===== config.mk =====
export PLATFORM = sky130hd
export DESIGN_NAME = uart_word_bridge
export DESIGN_NICKNAME = d
export VERILOG_FILES = /design/src/rtl/uwb_pkg.sv /design/src/rtl/uwb_decode.sv /design/src/rtl/uwb_lane_pack.sv /design/src/rtl/uwb_seq.sv /design/src/rtl/uart_word_bridge.sv
export SDC_FILE = /design/constraint.sdc
export NUM_CORES = 1
export LEC_CHECK = 0
export BUFFER_PORTS_ARGS = -buffer_cell sky130_fd_sc_hd__buf_2
export CAP_MARGIN = 20
export CORE_AREA = 2 2 119 167
export CTS_BUF_LIST = sky130_fd_sc_hd__clkbuf_8 sky130_fd_sc_hd__clkbuf_16
export DETAILED_ROUTE_END_ITERATION = 12
export DIE_AREA = 0 0 121 169
export PLACE_DENSITY = 0.59
export SLEW_MARGIN = 20
export SYNTH_ARGS = -nofsm -noshare
export SYNTH_HDL_FRONTEND = slang
export SYNTH_HIERARCHICAL = 1
export SYNTH_SLANG_ARGS = --single-unit

===== constraint.sdc =====
create_clock -name clk -period 8 [get_ports clk]
set_clock_uncertainty 0.15 [all_clocks]
set_input_delay 1.6 -clock clk [delete_from_list [all_inputs] [get_ports clk]]
set_output_delay 1.6 -clock clk [all_outputs]
set_load 0.005 [all_outputs]

===== src/rtl/uwb_pkg.sv =====
package uwb_pkg;
  localparam int BUS_BYTES = 4;
  localparam int BUS_W     = BUS_BYTES * 8;

  typedef enum logic [1:0] {
    SZ_BYTE = 2'd0,
    SZ_HALF = 2'd1,
    SZ_WORD = 2'd2,
    SZ_BAD  = 2'd3
  } size_e;

  typedef enum logic [1:0] {
    WIN_NONE   = 2'b00,
    WIN_PLAIN  = 2'b01,
    WIN_PAIRED = 2'b10,
    WIN_RSVD   = 2'b11
  } win_e;

  typedef struct packed {
    logic       write;
    logic       paired;
    logic       err;
    logic [2:0] nsteps;
  } cmd_t;
endpackage


===== src/rtl/uwb_decode.sv =====
module uwb_decode
  import uwb_pkg::*;
#(
  parameter int NCH  = 4,
  parameter int CH_W = 2
) (
  input  logic [CH_W+1:0] page,
  input  logic            write,
  input  logic [1:0]      size,
  input  logic [3:0]      be,
  output logic [CH_W-1:0] ch,
  output cmd_t            cmd
);
  win_e win;
  logic ch_bad;

  assign win    = win_e'(page[1:0]);
  assign ch     = page[2 +: CH_W];
  assign ch_bad = (int'(ch) >= NCH);

  always_comb begin
    cmd        = '0;
    cmd.write  = write;
    cmd.paired = (win == WIN_PAIRED);
    if (ch_bad || win == WIN_NONE || win == WIN_RSVD) begin
      cmd.err = 1'b1;
    end else if (write) begin
      if (win == WIN_PAIRED) cmd.err = 1'b1;
      else                   cmd.nsteps = (be == 4'd0) ? 3'd0 : 3'd4;
    end else if (win == WIN_PLAIN) begin
      case (size_e'(size))
        SZ_BYTE: cmd.nsteps = 3'd1;
        SZ_HALF: cmd.nsteps = 3'd2;
        SZ_WORD: cmd.nsteps = 3'd4;
        default: cmd.err    = 1'b1;
      endcase
    end else begin
      case (size_e'(size))
        SZ_HALF: cmd.nsteps = 3'd1;
        SZ_WORD: cmd.nsteps = 3'd2;
        default: cmd.err    = 1'b1;
      endcase
    end
  end
endmodule


===== src/rtl/uwb_lane_pack.sv =====
module uwb_lane_pack
  import uwb_pkg::*;
(
  input  logic [BUS_W-1:0] acc,
  input  logic [1:0]       step,
  input  logic             paired,
  input  logic             en,
  input  logic [7:0]       data,
  input  logic [7:0]       stat,
  output logic [BUS_W-1:0] acc_next
);
  always_comb begin
    acc_next = acc;
    if (en) begin
      if (paired) acc_next[{step[0], 4'b0000} +: 16] = {data, stat};
      else        acc_next[{step, 3'b000} +: 8]      = data;
    end
  end
endmodule


===== src/rtl/uwb_seq.sv =====
module uwb_seq
  import uwb_pkg::*;
#(
  parameter int CH_W = 2
) (
  input  logic             clk,
  input  logic             rst,
  input  logic             req_valid,
  output logic             req_ready,
  input  cmd_t             cmd,
  input  logic [CH_W-1:0]  ch_in,
  input  logic [3:0]       be,
  input  logic [BUS_W-1:0] wdata,
  input  logic             cur_empty,
  input  logic             cur_full,
  input  logic [7:0]       cur_data,
  input  logic [7:0]       cur_stat,
  output logic [CH_W-1:0]  ch_q,
  output logic             pop,
  output logic             push,
  output logic [7:0]       push_data,
  output logic             ovf_set,
  output logic             rsp_valid,
  output logic             rsp_err,
  output logic [BUS_W-1:0] rsp_rdata
);
  typedef enum logic {S_IDLE, S_RUN} st_e;

  st_e              st_q;
  logic             wr_q, pr_q;
  logic [2:0]       step_q, last_q;
  logic [3:0]       be_q;
  logic [BUS_W-1:0] wd_q, acc_q, acc_next;
  logic             run, accept, lane_en, at_last, finish;

  assign req_ready = (st_q == S_IDLE);
  assign accept    = req_valid && req_ready;
  assign run       = (st_q == S_RUN);
  assign lane_en   = be_q[step_q[1:0]];
  assign at_last   = (step_q == last_q);
  assign pop       = run && !wr_q && !cur_empty;
  assign push      = run && wr_q && lane_en && !cur_full;
  assign ovf_set   = run && wr_q && lane_en && cur_full;
  assign push_data = wd_q[{step_q[1:0], 3'b000} +: 8];
  assign finish    = run && (wr_q ? (ovf_set || at_last) : (cur_empty || at_last));

  uwb_lane_pack u_pack (
    .acc      (acc_q),
    .step     (step_q[1:0]),
    .paired   (pr_q),
    .en       (pop),
    .data     (cur_data),
    .stat     (cur_stat),
    .acc_next (acc_next)
  );

  always_ff @(posedge clk) begin
    if (rst) begin
      st_q      <= S_IDLE;
      ch_q      <= '0;
      wr_q      <= 1'b0;
      pr_q      <= 1'b0;
      step_q    <= '0;
      last_q    <= '0;
      be_q      <= '0;
      wd_q      <= '0;
      acc_q     <= '0;
      rsp_valid <= 1'b0;
      rsp_err   <= 1'b0;
      rsp_rdata <= '0;
    end else begin
      rsp_valid <= 1'b0;
      if (accept) begin
        ch_q   <= ch_in;
        wr_q   <= cmd.write;
        pr_q   <= cmd.paired;
        be_q   <= be;
        wd_q   <= wdata;
        step_q <= '0;
        last_q <= cmd.nsteps - 3'd1;
        acc_q  <= '0;
        if (cmd.err || cmd.nsteps == 3'd0) begin
          rsp_valid <= 1'b1;
          rsp_err   <= cmd.err;
          rsp_rdata <= '0;
        end else begin
          st_q <= S_RUN;
        end
      end
      if (run) begin
        acc_q  <= acc_next;
        step_q <= step_q + 3'd1;
        if (finish) begin
          st_q      <= S_IDLE;
          rsp_valid <= 1'b1;
          rsp_err   <= 1'b0;
          rsp_rdata <= acc_next;
        end
      end
    end
  end

  // a response is only given once the sequencer is idle again
  assert_rsp_idle_R10: assert property (@(posedge clk) disable iff (rst)
    rsp_valid |-> req_ready);
  // a cycle never both pops and pushes
  assert_no_mix_R11: assert property (@(posedge clk) disable iff (rst)
    !(pop && push));
endmodule


===== src/rtl/uart_word_bridge.sv =====
module uart_word_bridge
  import uwb_pkg::*;
#(
  parameter int NCH  = 4,
  parameter int CH_W = (NCH > 1) ? $clog2(NCH) : 1
) (
  input  logic              clk,
  input  logic              rst,
  input  logic              req_valid,
  output logic              req_ready,
  input  logic              req_write,
  input  logic [CH_W+1:0]   req_page,
  input  logic [1:0]        req_size,
  input  logic [3:0]        req_be,
  input  logic [BUS_W-1:0]  req_wdata,
  output logic              rsp_valid,
  output logic              rsp_err,
  output logic [BUS_W-1:0]  rsp_rdata,
  input  logic [NCH-1:0]    rx_empty,
  input  logic [NCH*8-1:0]  rx_data,
  input  logic [NCH*8-1:0]  rx_stat,
  output logic [NCH-1:0]    rx_pop,
  input  logic [NCH-1:0]    tx_full,
  output logic [NCH-1:0]    tx_push,
  output logic [7:0]        tx_data,
  output logic [NCH-1:0]    tx_ovf
);
  cmd_t            cmd;
  logic [CH_W-1:0] ch_dec, ch_q;
  logic            pop, push, ovf_set;
  logic            cur_empty, cur_full;
  logic [7:0]      cur_data, cur_stat;

  uwb_decode #(.NCH(NCH), .CH_W(CH_W)) u_dec (
    .page  (req_page),
    .write (req_write),
    .size  (req_size),
    .be    (req_be),
    .ch    (ch_dec),
    .cmd   (cmd)
  );

  assign cur_empty = rx_empty[ch_q];
  assign cur_full  = tx_full[ch_q];
  assign cur_data  = rx_data[ch_q*8 +: 8];
  assign cur_stat  = rx_stat[ch_q*8 +: 8];

  uwb_seq #(.CH_W(CH_W)) u_seq (
    .clk       (clk),
    .rst       (rst),
    .req_valid (req_valid),
    .req_ready (req_ready),
    .cmd       (cmd),
    .ch_in     (ch_dec),
    .be        (req_be),
    .wdata     (req_wdata),
    .cur_empty (cur_empty),
    .cur_full  (cur_full),
    .cur_data  (cur_data),
    .cur_stat  (cur_stat),
    .ch_q      (ch_q),
    .pop       (pop),
    .push      (push),
    .push_data (tx_data),
    .ovf_set   (ovf_set),
    .rsp_valid (rsp_valid),
    .rsp_err   (rsp_err),
    .rsp_rdata (rsp_rdata)
  );

  for (genvar i = 0; i < NCH; i++) begin : g_ch
    logic sel, ovf_q;
    assign sel        = (ch_q == CH_W'(i));
    assign rx_pop[i]  = pop && sel;
    assign tx_push[i] = push && sel;
    assign tx_ovf[i]  = ovf_q;

    always_ff @(posedge clk) begin
      if (rst)                ovf_q <= 1'b0;
      else if (ovf_set && sel) ovf_q <= 1'b1;
    end

    // never pop an empty receive FIFO
    assert_pop_not_empty_R6: assert property (@(posedge clk) disable iff (rst)
      rx_pop[i] |-> !rx_empty[i]);
    // never push a full transmit FIFO
    assert_push_not_full_R8: assert property (@(posedge clk) disable iff (rst)
      tx_push[i] |-> !tx_full[i]);
    // overflow flag is sticky
    assert_ovf_sticky_R8: assert property (@(posedge clk) disable iff (rst)
      tx_ovf[i] |=> tx_ovf[i]);
  end

  // at most one channel strobed per cycle
  assert_one_strobe_R11: assert property (@(posedge clk) disable iff (rst)
    $onehot0({rx_pop, tx_push}));
  // byte read of the paired window is rejected at once
  assert_byte_paired_err_R5: assert property (@(posedge clk) disable iff (rst)
    (req_valid && req_ready && !req_write && req_page[1:0] == 2'b10 && req_size == 2'd0)
    |=> (rsp_valid && rsp_err && rsp_rdata == '0));
  // unused window codes are rejected at once
  assert_bad_window_R1: assert property (@(posedge clk) disable iff (rst)
    (req_valid && req_ready && (req_page[1:0] == 2'b00 || req_page[1:0] == 2'b11))
    |=> (rsp_valid && rsp_err));
endmodule


Word-level counts from Yosys, hierarchy flattened
Cells that the tools add are included.

operators by class
  bitwise operators = 1
  add/sub/neg operators = 4
  muxes and demuxes = 42
  reductions and logical operators = 35
  $lt $le $gt $ge = 2
  eq/ne operators = 9
  shifts and indexed selects = 7

operator list
  cell                                                                           count
  32-bit two-way mux                                                             8
  32-bit by 6-bit indexed part select with 8-bit output                          3
  32-bit bitwise mux                                                             2
  16-bit by 7-bit variable shift with 32-bit output (first input constant)       1
  8-bit by 7-bit variable shift with 32-bit output (first input constant)        1
  16-bit by 7-bit indexed part select with 32-bit output                         1
  8-bit by 7-bit indexed part select with 32-bit output                          1
  1-bit logical AND                                                              20
  1-bit two-way mux                                                              20
  3-bit two-way mux                                                              5
  5-bit negator with 7-bit output                                                2
  2-bit == test (second input constant)                                          5
  3-bit case mux with 3 select lines                                             1
  4-bit two-way mux                                                              2
  1-bit binary-select mux with 2-bit select                                      3
  2-bit by 1-bit == test with 1-bit output (second input constant)               3
  2-bit logical NOT                                                              3
  2-bit by 3-bit less-than comparator with 1-bit output (second input constant)  2
  4-bit logical NOT                                                              1
  1-bit logical OR                                                               4
  2-bit case mux with 2 select lines                                             1
  3-bit by 1-bit adder with 3-bit output (second input constant)                 1
  3-bit == test                                                                  1
  1-bit logical NOT                                                              3
  other kinds (6)                                                                6

word-level totals
  register bits = 117
  input port bits = 118
  word-level logic and storage cells = 116
  output and inout bits = 55

Logic depth before layout (Yosys ltp)
  word-level depth = 12
  mapped depth = 13
  gate-level depth less buffers = 12

Modules after synthesis
Netlist, hierarchy kept.

by module, submodules not included
  module            cells an instance  area an instance (sq um)  instances  sequential area each (sq um)
  uwb_seq           528                4640.7                    1          2262.2
  uwb_lane_pack     135                963.4                     1          0.0
  uart_word_bridge  51                 681.9                     1          80.1
  uwb_decode        26                 207.7                     1          0.0

Worst setup path before layout
OpenSTA, ideal clock, no wires.

  path kind = in2out
  start = input rx_empty[3]
  end = output rx_pop[0]
  arrival time = 2.575 ns
  setup slack = 3.675 ns
  required time = 6.250 ns
  path buffers = 0
  stages on the path = 3
  cell sequence = mux4_2 nor3_1 nor3b_1

between the ends
  cells in the longest elaborated chain, start to end = 5

RTL lines
  element                                    RTL line                text
  from (decl)                                uart_word_bridge.sv:19  input logic [NCH-1:0] rx_empty,
  1-bit binary-select mux with 2-bit select  uart_word_bridge.sv:43  assign cur_empty = rx_empty[ch_q];
  1-bit two-way mux (implied by the code)    uart_word_bridge.sv:43
  1-bit logical NOT                          uwb_seq.sv:41           assign pop = run && !wr_q && !cur_empty;
  1-bit logical AND                          uwb_seq.sv:41
  named net pop                              uart_word_bridge.sv:30  logic pop, push, ovf_set;
  1-bit logical AND                          uart_word_bridge.sv:74  assign rx_pop[i] = pop && sel;
  to (decl)                                  uart_word_bridge.sv:22  output logic [NCH-1:0] rx_pop,

The timed path passes the listed nets, and every way through them passes these cells. The select of a mux whose other input is x is not followed.

Worst setup path after layout
  start = input rx_empty[3]
  end = output rx_pop[0]

between the ends
  cells in the longest elaborated chain, start to end = 5

RTL lines
  element                                    RTL line                text
  1-bit binary-select mux with 2-bit select  uart_word_bridge.sv:43
  1-bit two-way mux (implied by the code)    uart_word_bridge.sv:43
  named net cur_empty                        uart_word_bridge.sv:31  logic cur_empty, cur_full;
  1-bit logical NOT                          uwb_seq.sv:41
  1-bit logical AND                          uwb_seq.sv:41
  named net pop                              uart_word_bridge.sv:30
  1-bit logical AND                          uart_word_bridge.sv:74

The timed path passes the listed nets, and every way through them passes these cells. The select of a mux whose other input is x is not followed.

==> metrics.csv <==
stage,metric,value,unit
timing,post-route-period-util,56.4,%
floorplan,die_area,20400,um2
worst_setup_path,timing.rr.end,u_seq/acc_q[22]$_SDFFE_PP0P_,
place,dp_hpwl,13.3,mm
logic_synthesis,syn_area_per_cell,8.78,um2
clock_network,numCtsBuffers,17,
floorplan,core_area,19000,um2
global_routing,grt_overflow,0,
routing,via_count,5783,
finish,most-common-layout-cells,"buf_2, nand2_1, dfxtp_1, a21oi_1, nor2_1",
logic_synthesis,syn_inst,740,
logic_synthesis,synthArstFlopShare,0,%
clock_network,cts_sinks,117,
global_routing,grt_pass1_wl,29.4,mm
timing,drv_slew,0,
pwr,vdd_drop_max,113,uV
finish,area_delta_synth_final,23.4,%
pwr,pwr-share-seq,39.4,%
global_routing,antenna_found_initial,1,
floorplan,die_w,121,um
clock_network,clk_path_buf_depth,2,
floorplan,ioPinCount,173,
finish,drive_above_1_share,27.7,%
worst_setup_path,cp.arrival,2770,ps
min_path,hp-class,reg2reg,
routing,drt-vias-per-instance,5.09,
finish,instances_no_fill,1137,
pwr,intPower,1.16,mW
pwr,finalPower,1.54,mW
timing,tightest_slew,910,ps
timing,tns,0,ps
place,place_area,7380,um2
pwr,comb_power_share,10.4,%
worst_setup_path,worstPathRequired,6250,ps
place,placed_cells,1103,
routing,drtIter0Drc,281,
min_path,holdCritStartpoint,g_ch[1].ovf_q$_SDFFE_PP0P_,
timing,slew_headroom,39.3,%
worst_setup_path,rrSetupSlack,4410,ps
finish,nNetsFinal,1008,
logic_synthesis,ys.warnings.count,6,
finish,final_cell_area,8010,um2
clock_network,cts_setup_buffers,0,
logic_synthesis,synth_top_flop_cell,dfxtp_1,
clock_network,cts_resized,0,
place,gp_congestion,0.811,
timing,finalSetupViolCount,0,
floorplan,die_h,169,um
timing,hold_violations,0,
worst_setup_path,cp-end-kind,output port,
global_routing,track_usage,18.5,%
clock_network,clk_latency,420,ps
routing,wl_per_cell,16.7,um
global_routing,grt_max_degree,85,
logic_synthesis,ys_ff_latch,117,
worst_setup_path,r2r_cells,9,
global_routing,grt_pass1_vias,5598,
run,drv_cap,0,
pwr,power_density,192,nW/um2
clock_network,cts_tree,done,
pwr,clockPowerShare,50.2,%
worst_setup_path,crit_fanout,5,
routing,routed_wl,19.0,mm
logic_synthesis,yosysSeqAreaShare,36.1,%
timing,rsz0062_at_grt,no,
worst_setup_path,critPathKind,in2out,
pwr,power_switching,0.379,mW
floorplan,fp-row-count,60,
logic_synthesis,syn_nets,873,
clock_network,clk_transition_reported_paths,60,ps
logic_synthesis,syn-cell-area,6490,um2
timing,holdWs,294,ps
clock_network,hold_buffers,0,
min_path,holdPathStages,2,
timing,fmax,221,MHz
logic_synthesis,synth-edff-count,0,
routing,ant_nets,0,
floorplan,start_util,34.2,%
place,numPortBuffers,172,
min_path,hold_end,g_ch[1].ovf_q$_SDFFE_PP0P_,
timing,period_minus_slack,4520,ps
outcome,status,"finished, final reports clean",
finish,n_fill_cell,1933,
finish,layout_commonest_cell,buf_2,
logic_synthesis,yosysUniqueCellTypes,59,
pwr,power.leakage,3.21,nW
worst_setup_path,reg2reg_from,u_seq/ch_q[0]$_SDFFE_PP0P_,
worst_setup_path,crit_path_start_kind,input port,
routing,firstDrtPassIters,5,
pwr,swShare,24.6,%
clock_network,htree_levels,4,
clock_network,root_buffer,clkbuf_16,
routing,drc,0,
==> worst max path at each step <==
stage                startpoint    endpoint  slack (ps)  cells after the start
floorplan           rx_empty[3]   rx_pop[0]        3670                      3
global placement    rx_empty[3]   rx_pop[0]        3470                      5
detailed placement  rx_empty[3]   rx_pop[0]        3480                      5
CTS                 rx_empty[3]   rx_pop[0]        3470                      5
global route         tx_full[3]  tx_push[0]        3390                      5
finish              rx_empty[3]   rx_pop[0]        3480                      5
==> flip-flops by register name, summed over array words and instances, names as in the netlist <==
signal / flops
u_seq/acc_q: 32
u_seq/rsp_rdata: 32
u_seq/wd_q: 32
g_ch.ovf_q: 4
u_seq/be_q: 4
u_seq/last_q: 3
u_seq/step_q: 3
u_seq/ch_q: 2
u_seq/pr_q: 1
u_seq/rsp_err: 1
u_seq/rsp_valid: 1
u_seq/run: 1
u_seq/wr_q: 1
==> layer usage <==
layer	vias to the layer above	track usage (%)	part of all wire, %
met1	2735	20.0	38
met3	29	4.89	5.0
li1	2886	-	-
met4	0	7.43	2.6
met5	-	0	0
met2	133	33.9	54
==> worst max-delay path, stage by stage <==
cell and delay [ps]:
buf_2 90, mux4_2 500, nor3_2 230, nor3b_1 210
buf_2 140
==> synth_stat cells, types with 8 or more instances <==
cell type	n	area, um2
inv_1	16	60.1
ha_1	15	188
clkbuf_1	42	158
nand2_1	168	631
buf_4	8	60.1
dfxtp_1	117	2340
nor2_1	46	173
mux4_1	8	210
nor3b_1	36	270
o21ai_0	12	60.1
mux2i_1	37	370
mux4_2	18	405
a21oi_1	79	395
a32o_1	8	80.1
nor2b_1	9	56.3
nand3b_1	12	90.1
a221o_1	16	160
==> power groups by stage <==
| stage | sequential (mW) | clock (mW) | combinational (mW) |
|---|---|---|---|
| after floorplan | 0.616 | 0 | 0.100 |
| after global placement | 0.619 | 0 | 0.159 |
| after detailed placement | 0.620 | 0 | 0.160 |
| after CTS | 0.607 | 0.793 | 0.160 |
| after global routing | 0.609 | 0.822 | 0.175 |
| final | 0.607 | 0.773 | 0.159 |
==> cell type report <==
type / count / area [um2] / area share [%]
multi-input combinational: 540 / 3730 / 46.6
sequential: 117 / 2340 / 29.3
timing repair buffer: 182 / 956 / 11.9
clock buffer: 18 / 439 / 5.48
tap: 248 / 310 / 3.87
clock inverter: 14 / 161 / 2.01
inverter: 17 / 63.8 / 0.797
antenna: 1 / 2.50 / 0.0312
==> stage by stage <==
step	utilization (%)	setup slack, ps
2_1_floorplan	-	3670
3_3_place_gp	38.9	3470
3_5_place_dp	38.9	3480
4_1_cts	42.0	3470
5_1_grt	42.2	3390
6_report	42.2	3480
==> cell families after synthesis <==
logic type	synth area share [%]
buf+inv	6.65
flops	36.1
xor+xnor	0.405
fa+ha+maj	2.89
mux	15.2
simple gates	22.8
compound gates	16.0
(Power assumes the default switching activity.)
